### src/rtl/fps_pkg.sv
package fps_pkg;
    typedef enum logic [1:0] {
        ST_DISABLED     = 2'd0,
        ST_RUN          = 2'd1,
        ST_OV_DISCHARGE = 2'd2,
        ST_LATCHED      = 2'd3
    } fps_state_e;

    typedef enum logic [2:0] {
        CAUSE_NONE = 3'd0,
        CAUSE_OC   = 3'd1,
        CAUSE_UNB  = 3'd2,
        CAUSE_WOC  = 3'd3,
        CAUSE_OV   = 3'd4
    } fps_cause_e;

    localparam int NUM_FAULTS = 4;
    localparam int IDX_OC  = 0;
    localparam int IDX_UNB = 1;
    localparam int IDX_WOC = 2;
    localparam int IDX_OV  = 3;
endpackage

### src/rtl/fps_qual.sv
module fps_qual #(
    parameter int unsigned DELAY = 1
) (
    input  logic clk,
    input  logic rst_n,
    input  logic arm,
    input  logic flag,
    output logic trip
);
    localparam int unsigned CW = (DELAY > 2) ? $clog2(DELAY) : 1;
    localparam logic [CW-1:0] LAST = CW'((DELAY > 0) ? DELAY - 1 : 0);

    logic [CW-1:0] cnt;

    always_ff @(posedge clk or negedge rst_n) begin
        if (!rst_n) begin
            cnt <= '0;
        end else if (!arm || !flag) begin
            cnt <= '0;
        end else if (cnt != LAST) begin
            cnt <= cnt + 1'b1;
        end
    end

    assign trip = arm && flag && (cnt == LAST);

    generate
        if (DELAY > 1) begin : g_delayed
            // a flag that has just risen cannot trip a delayed qualifier
            p_no_early_trip_r5: assert property (@(posedge clk) disable iff (!rst_n)
                $rose(flag) |-> !trip);
        end
    endgenerate
endmodule

### src/rtl/fps_ctrl.sv
module fps_ctrl
    import fps_pkg::*;
(
    input  logic                  clk,
    input  logic                  rst_n,
    input  logic                  en,
    input  logic                  below_tgt,
    input  logic [NUM_FAULTS-1:0] trips,
    output logic                  arm,
    output logic                  pgood,
    output logic                  pwm_tristate,
    output logic                  ov_pulldown,
    output logic [2:0]            fault_cause
);
    fps_state_e state, state_nx;
    fps_cause_e cause, cause_nx;

    always_comb begin
        state_nx = state;
        cause_nx = cause;
        unique case (state)
            ST_DISABLED: begin
                if (en) begin
                    state_nx = ST_RUN;
                    cause_nx = CAUSE_NONE;
                end
            end
            ST_RUN: begin
                if (!en) begin
                    state_nx = ST_DISABLED;
                end else if (trips[IDX_OV]) begin
                    state_nx = ST_OV_DISCHARGE;
                    cause_nx = CAUSE_OV;
                end else if (trips[IDX_WOC]) begin
                    state_nx = ST_LATCHED;
                    cause_nx = CAUSE_WOC;
                end else if (trips[IDX_OC]) begin
                    state_nx = ST_LATCHED;
                    cause_nx = CAUSE_OC;
                end else if (trips[IDX_UNB]) begin
                    state_nx = ST_LATCHED;
                    cause_nx = CAUSE_UNB;
                end
            end
            ST_OV_DISCHARGE: begin
                if (!en)            state_nx = ST_DISABLED;
                else if (below_tgt) state_nx = ST_LATCHED;
            end
            ST_LATCHED: begin
                if (!en) state_nx = ST_DISABLED;
            end
            default: state_nx = ST_DISABLED;
        endcase
    end

    always_ff @(posedge clk or negedge rst_n) begin
        if (!rst_n) begin
            state <= ST_DISABLED;
            cause <= CAUSE_NONE;
        end else begin
            state <= state_nx;
            cause <= cause_nx;
        end
    end

    always_comb begin
        arm          = 1'b0;
        pgood        = 1'b0;
        pwm_tristate = 1'b1;
        ov_pulldown  = 1'b0;
        unique case (state)
            ST_DISABLED: ;
            ST_RUN: begin
                arm          = en;
                pgood        = 1'b1;
                pwm_tristate = 1'b0;
            end
            ST_OV_DISCHARGE: begin
                pwm_tristate = 1'b0;
                ov_pulldown  = 1'b1;
            end
            ST_LATCHED: ;
            default: ;
        endcase
    end

    assign fault_cause = cause;

    p_woc_immediate_r6: assert property (@(posedge clk) disable iff (!rst_n)
        (state == ST_RUN && en && trips[IDX_WOC] && !trips[IDX_OV]) |=> (state == ST_LATCHED));
    p_ov_first_r11: assert property (@(posedge clk) disable iff (!rst_n)
        (state == ST_RUN && en && trips[IDX_OV]) |=> (ov_pulldown && fault_cause == CAUSE_OV));
    p_discharge_hold_r8: assert property (@(posedge clk) disable iff (!rst_n)
        (state == ST_OV_DISCHARGE && en && !below_tgt) |=> ov_pulldown);
    p_latch_hold_r9: assert property (@(posedge clk) disable iff (!rst_n)
        (state == ST_LATCHED && en) |=> (pwm_tristate && !pgood && $stable(fault_cause)));
    p_ignore_disabled_r10: assert property (@(posedge clk) disable iff (!rst_n)
        (state == ST_DISABLED && !en) |=> (state == ST_DISABLED && $stable(fault_cause)));
endmodule

### src/rtl/fault_supervisor.sv
module fault_supervisor
    import fps_pkg::*;
#(
    parameter int unsigned CLK_KHZ = 250000,
    parameter int unsigned OC_US   = 120,
    parameter int unsigned UNB_US  = 1000
) (
    input  logic       clk,
    input  logic       rst_n,
    input  logic       en,
    input  logic       oc_flag,
    input  logic       unb_flag,
    input  logic       woc_flag,
    input  logic       ov_flag,
    input  logic       below_tgt,
    output logic       pgood,
    output logic       pwm_tristate,
    output logic       ov_pulldown,
    output logic [2:0] fault_cause
);
    localparam int unsigned OC_N  = (CLK_KHZ * OC_US) / 1000;
    localparam int unsigned UNB_N = (CLK_KHZ * UNB_US) / 1000;
    localparam int unsigned DLY [NUM_FAULTS] = '{OC_N, UNB_N, 1, 1};

    logic [NUM_FAULTS-1:0] flags;
    logic [NUM_FAULTS-1:0] trips;
    logic                  arm;

    always_comb begin
        flags          = '0;
        flags[IDX_OC]  = oc_flag;
        flags[IDX_UNB] = unb_flag;
        flags[IDX_WOC] = woc_flag;
        flags[IDX_OV]  = ov_flag;
    end

    generate
        for (genvar i = 0; i < NUM_FAULTS; i++) begin : g_qual
            fps_qual #(.DELAY(DLY[i])) u_qual (
                .clk  (clk),
                .rst_n(rst_n),
                .arm  (arm),
                .flag (flags[i]),
                .trip (trips[i])
            );
        end
    endgenerate

    fps_ctrl u_ctrl (
        .clk         (clk),
        .rst_n       (rst_n),
        .en          (en),
        .below_tgt   (below_tgt),
        .trips       (trips),
        .arm         (arm),
        .pgood       (pgood),
        .pwm_tristate(pwm_tristate),
        .ov_pulldown (ov_pulldown),
        .fault_cause (fault_cause)
    );
endmodule

### config.mk
export PLATFORM = sky130hd
export DESIGN_NAME = fault_supervisor
export DESIGN_NICKNAME = d
export VERILOG_FILES = /design/src/rtl/fps_pkg.sv /design/src/rtl/fps_qual.sv /design/src/rtl/fps_ctrl.sv /design/src/rtl/fault_supervisor.sv
export SDC_FILE = /design/constraint.sdc
export NUM_CORES = 1
export LEC_CHECK = 0
export CAP_MARGIN = 20
export CORE_MARGIN = 3
export CORE_UTILIZATION = 55
export CTS_CLUSTER_DIAMETER = 120
export DETAILED_ROUTE_END_ITERATION = 12
export DONT_BUFFER_PORTS = 1
export GPL_ROUTABILITY_DRIVEN = 1
export PLACE_DENSITY = 0.7
export REMOVE_ABC_BUFFERS = 1
export SLEW_MARGIN = 20
export SYNTH_ARGS = -nofsm -noshare
export SYNTH_HDL_FRONTEND = slang
export SYNTH_SLANG_ARGS = --single-unit
### constraint.sdc
create_clock -name clk -period 5 [get_ports clk]
set_input_delay 1 -clock clk [delete_from_list [all_inputs] [get_ports clk]]
set_output_delay 1 -clock clk [all_outputs]
set_load 0.02 [all_outputs]
==> run metrics <==
biggest area consumer among synthesized cells=dfrtp_1; worst r2r src=g_qual[1].u_qual.cnt[11]; busiest grt layer=met2; Clock Sinks=38; number of nets in the layout=about 230; Longest Clk Path Bufs=2; Global Route met3 Usage=5.158%; post-synthesis mux area share=2.427%; final setup violation count=0; P_int=0.5464 mW; Net Sw Frac=31.73%; global-route wire length before repair=approximately 7300 µm; Final period util=46.70%; Ports=14; top cell type's share of synthesized area=46.12%; CP startpoint kind=flop; layout cells sized above 1=approximately 5.5%; DRT antenna net count=0; CTS tree=done; Synth cell types=41; Sequential Power Share=45.9%; Synth Area in Simple Gates=26.64%; H-tree levels=2; largest net degree at the start of global routing=39; initial antenna violation count=0; Post-DP HPWL=2913 µm; GPL Wtd Cong=0.8680; flop2flop setup slack=2670 ps; commonest non-fill, non-tap cell in the layout=dfrtp_1; Final TNS setup=0 ps; Post-CTS Hold Fix Bufs=0; Vias=1,610; cell row count=21; Seq cells post-synth=38; Starting Density=59.45%; WL final=4180 µm; Setup Crit Path Kind=flop to flop; unrepaired setup endpoints after global routing=no; number of diodes=0; core area=3468 µm²; Global Route met1 Usage=23.86%; Die H=67.23 µm; Worst Skew=~10 ps; min cycle time layout=2335 ps; width of the chip=just under 70 µm; Fin. Hold Viols=0; Compound-Gate Fraction of Synth Area=8.556%; routed len/inst=15.71 µm; slew margin rel.=between 50% and 60%; Gate Count Post-Synth=219; largest family of logic cells by synthesized area=simple AND/OR/NAND/NOR gates; clock transition at the registers of the reported paths=70 ps; vias per cell=6.053; HP Class=input port to async pin; final-report max-slew violation count=0; number of port buffers=0; die area=4520 µm²; post_cts resized=0; GR Util met2=between 30 and 40%; Leak=0.9077 nW; worst path required time=5180 ps; Area growth, synth to finish=7.039%; synthesized cell area=between 2000 and 2500 µm²; Synth area leaders=dfrtp_1 (46%), nor2_1 (6.6%), xor2_1 (5.1%); GRT overflow=0; Peak Freq=0.4283 GHz; DRC errors left=0; root buf cell=clkbuf_8; Post-Synth Adder-Cell Area=3.641%; Tightest Pin Transition=604.2 ps; Psw=~0.25 mW; Setup Buffers After CTS=0; clock latency on the worst-skew pair=290 ps; Setup WS post-layout=2665 ps; launch point of the worst path=g_qual[1].u_qual.cnt[11]; Max VDD drop=0.3222 mV; WP data arrival=2520 ps; pre-CTS setup slack=2661 ps; Inserted Clock Buffers=5; Total Routing Usage GR=between 20% and 30%; sequential cell area fraction in the yosys report=46.12%; DR pass1 iterations=4; CP max FO=5; clock share of power=32.6%; vias in the first global route=between 1,500 and 2,000; highest-count cells in the layout ignoring fill and taps=dfrtp_1 (38), nor2_1 (36), nand2_1 (13); Power per Cell Area=about 360 nW/µm²; capturing element type of the critical path=flop; status=complete, no violations; Initial DRC Count=roughly 130; Synth Warn #=0; Synth Area in XOR/XNOR=9.769%; Logic pwr share=21.5%; syn avg cell area=9.415 µm²; maxcap violations=0
==> power by group through the flow <==
stage	logic [mW]	clock network [mW]	registers, mW
6_report	0.172	0.261	0.368
5_1_grt	0.185	0.280	0.371
4_1_cts	0.169	0.270	0.368
3_5_place_dp	0.169	0	0.373
3_3_place_gp	0.160	0	0.371
2_1_floorplan	0.140	0	0.365
==> synthesized netlist by cell type (all sizes together) <==
library cell,n
ha,6
nor2b,1
nand4,7
or4,2
nor2,36
o2bb2ai,1
mux2i,5
a21oi,9
buf,2
a32o,2
or3b,1
o21a,1
o21ai,10
and3,4
xnor2,11
o31ai,1
a31oi,1
and2,2
or2,2
and4,4
dfrtp,38
or4b,1
nor3b,1
nor3,5
inv,9
nand3,13
nand2,13
o21bai,1
nor4,4
clkbuf,4
nor4bb,2
and4b,2
o2111ai,1
or3,3
a41oi,1
o22ai,1
xor2,12
==> critical path, cell delays in order, from the launching register on <==
cell	delay [ps]
dfrtp_1	420
or4b_1	530
or4_4	530
o21ai_0	380
o31ai_1	150
a32o_1	210
==> worst paths after layout <==
path | to | cells past startpoint
setup / recovery | u_ctrl.fault_cause[1] | 5
hold / removal | g_qual[0].u_qual.cnt[11] | 0
setup reg to reg | u_ctrl.fault_cause[1] | 5
hold reg to reg | g_qual[0].u_qual.cnt[2] | 1
max in group asynchronous | g_qual[1].u_qual.cnt[11] | 0
min in group clk | g_qual[0].u_qual.cnt[2] | 1
==> flip-flops by register name (all words and copies together), names as in the netlist <==
| register | cells |
|---|---|
| u_ctrl.fault_cause | 3 |
| u_ctrl.state | 2 |
| g_qual.u_qual.cnt | 33 |
==> cell type report <==
cell class                      instances  area, µm²
Clock inverter                          1      30.03
Multi-Input combinational cell        166       1052
Clock buffer                            6      82.58
Inverter                                9      33.78
Sequential cell                        38      950.9
Tap cell                               46      57.56
Fill cell                             293       1261
==> cells by family after synthesis <==
kind of cell | after synthesis
xor+xnor | 23
simple gates | 103
fa+ha+maj | 6
compound gates | 29
mux | 5
flops | 38
buf+inv | 15
==> metrics by stage <==
| step | hold WS, ps | instances | cell area [µm²] | power, mW | util (%) |
|---|---|---|---|---|---|
| after global placement | 526.3 | 259 | 2095 | 0.5312 | 60.39 |
| final | 397.1 | 266 | 2207 | 0.8004 | 63.64 |
| after floorplan | 497.0 | 213 | 2037 | 0.5047 | - |
| after detailed placement | 538.7 | 259 | 2095 | 0.5420 | 60.39 |
| after CTS | 385.2 | 266 | 2207 | 0.8062 | 63.64 |
| after global routing | 375.7 | 266 | 2207 | 0.8359 | 63.64 |
==> routing by layer <==
| layer | vias up | share of wire (%) |
|---|---|---|
| met2 | 52 | 52 |
| li1 | 772 | - |
| met3 | 6 | 5.1 |
| met1 | 780 | 41 |
| met4 | 0 | 1.5 |
| met5 | - | 0 |
Note: power is estimated with default switching activity, not from simulation.
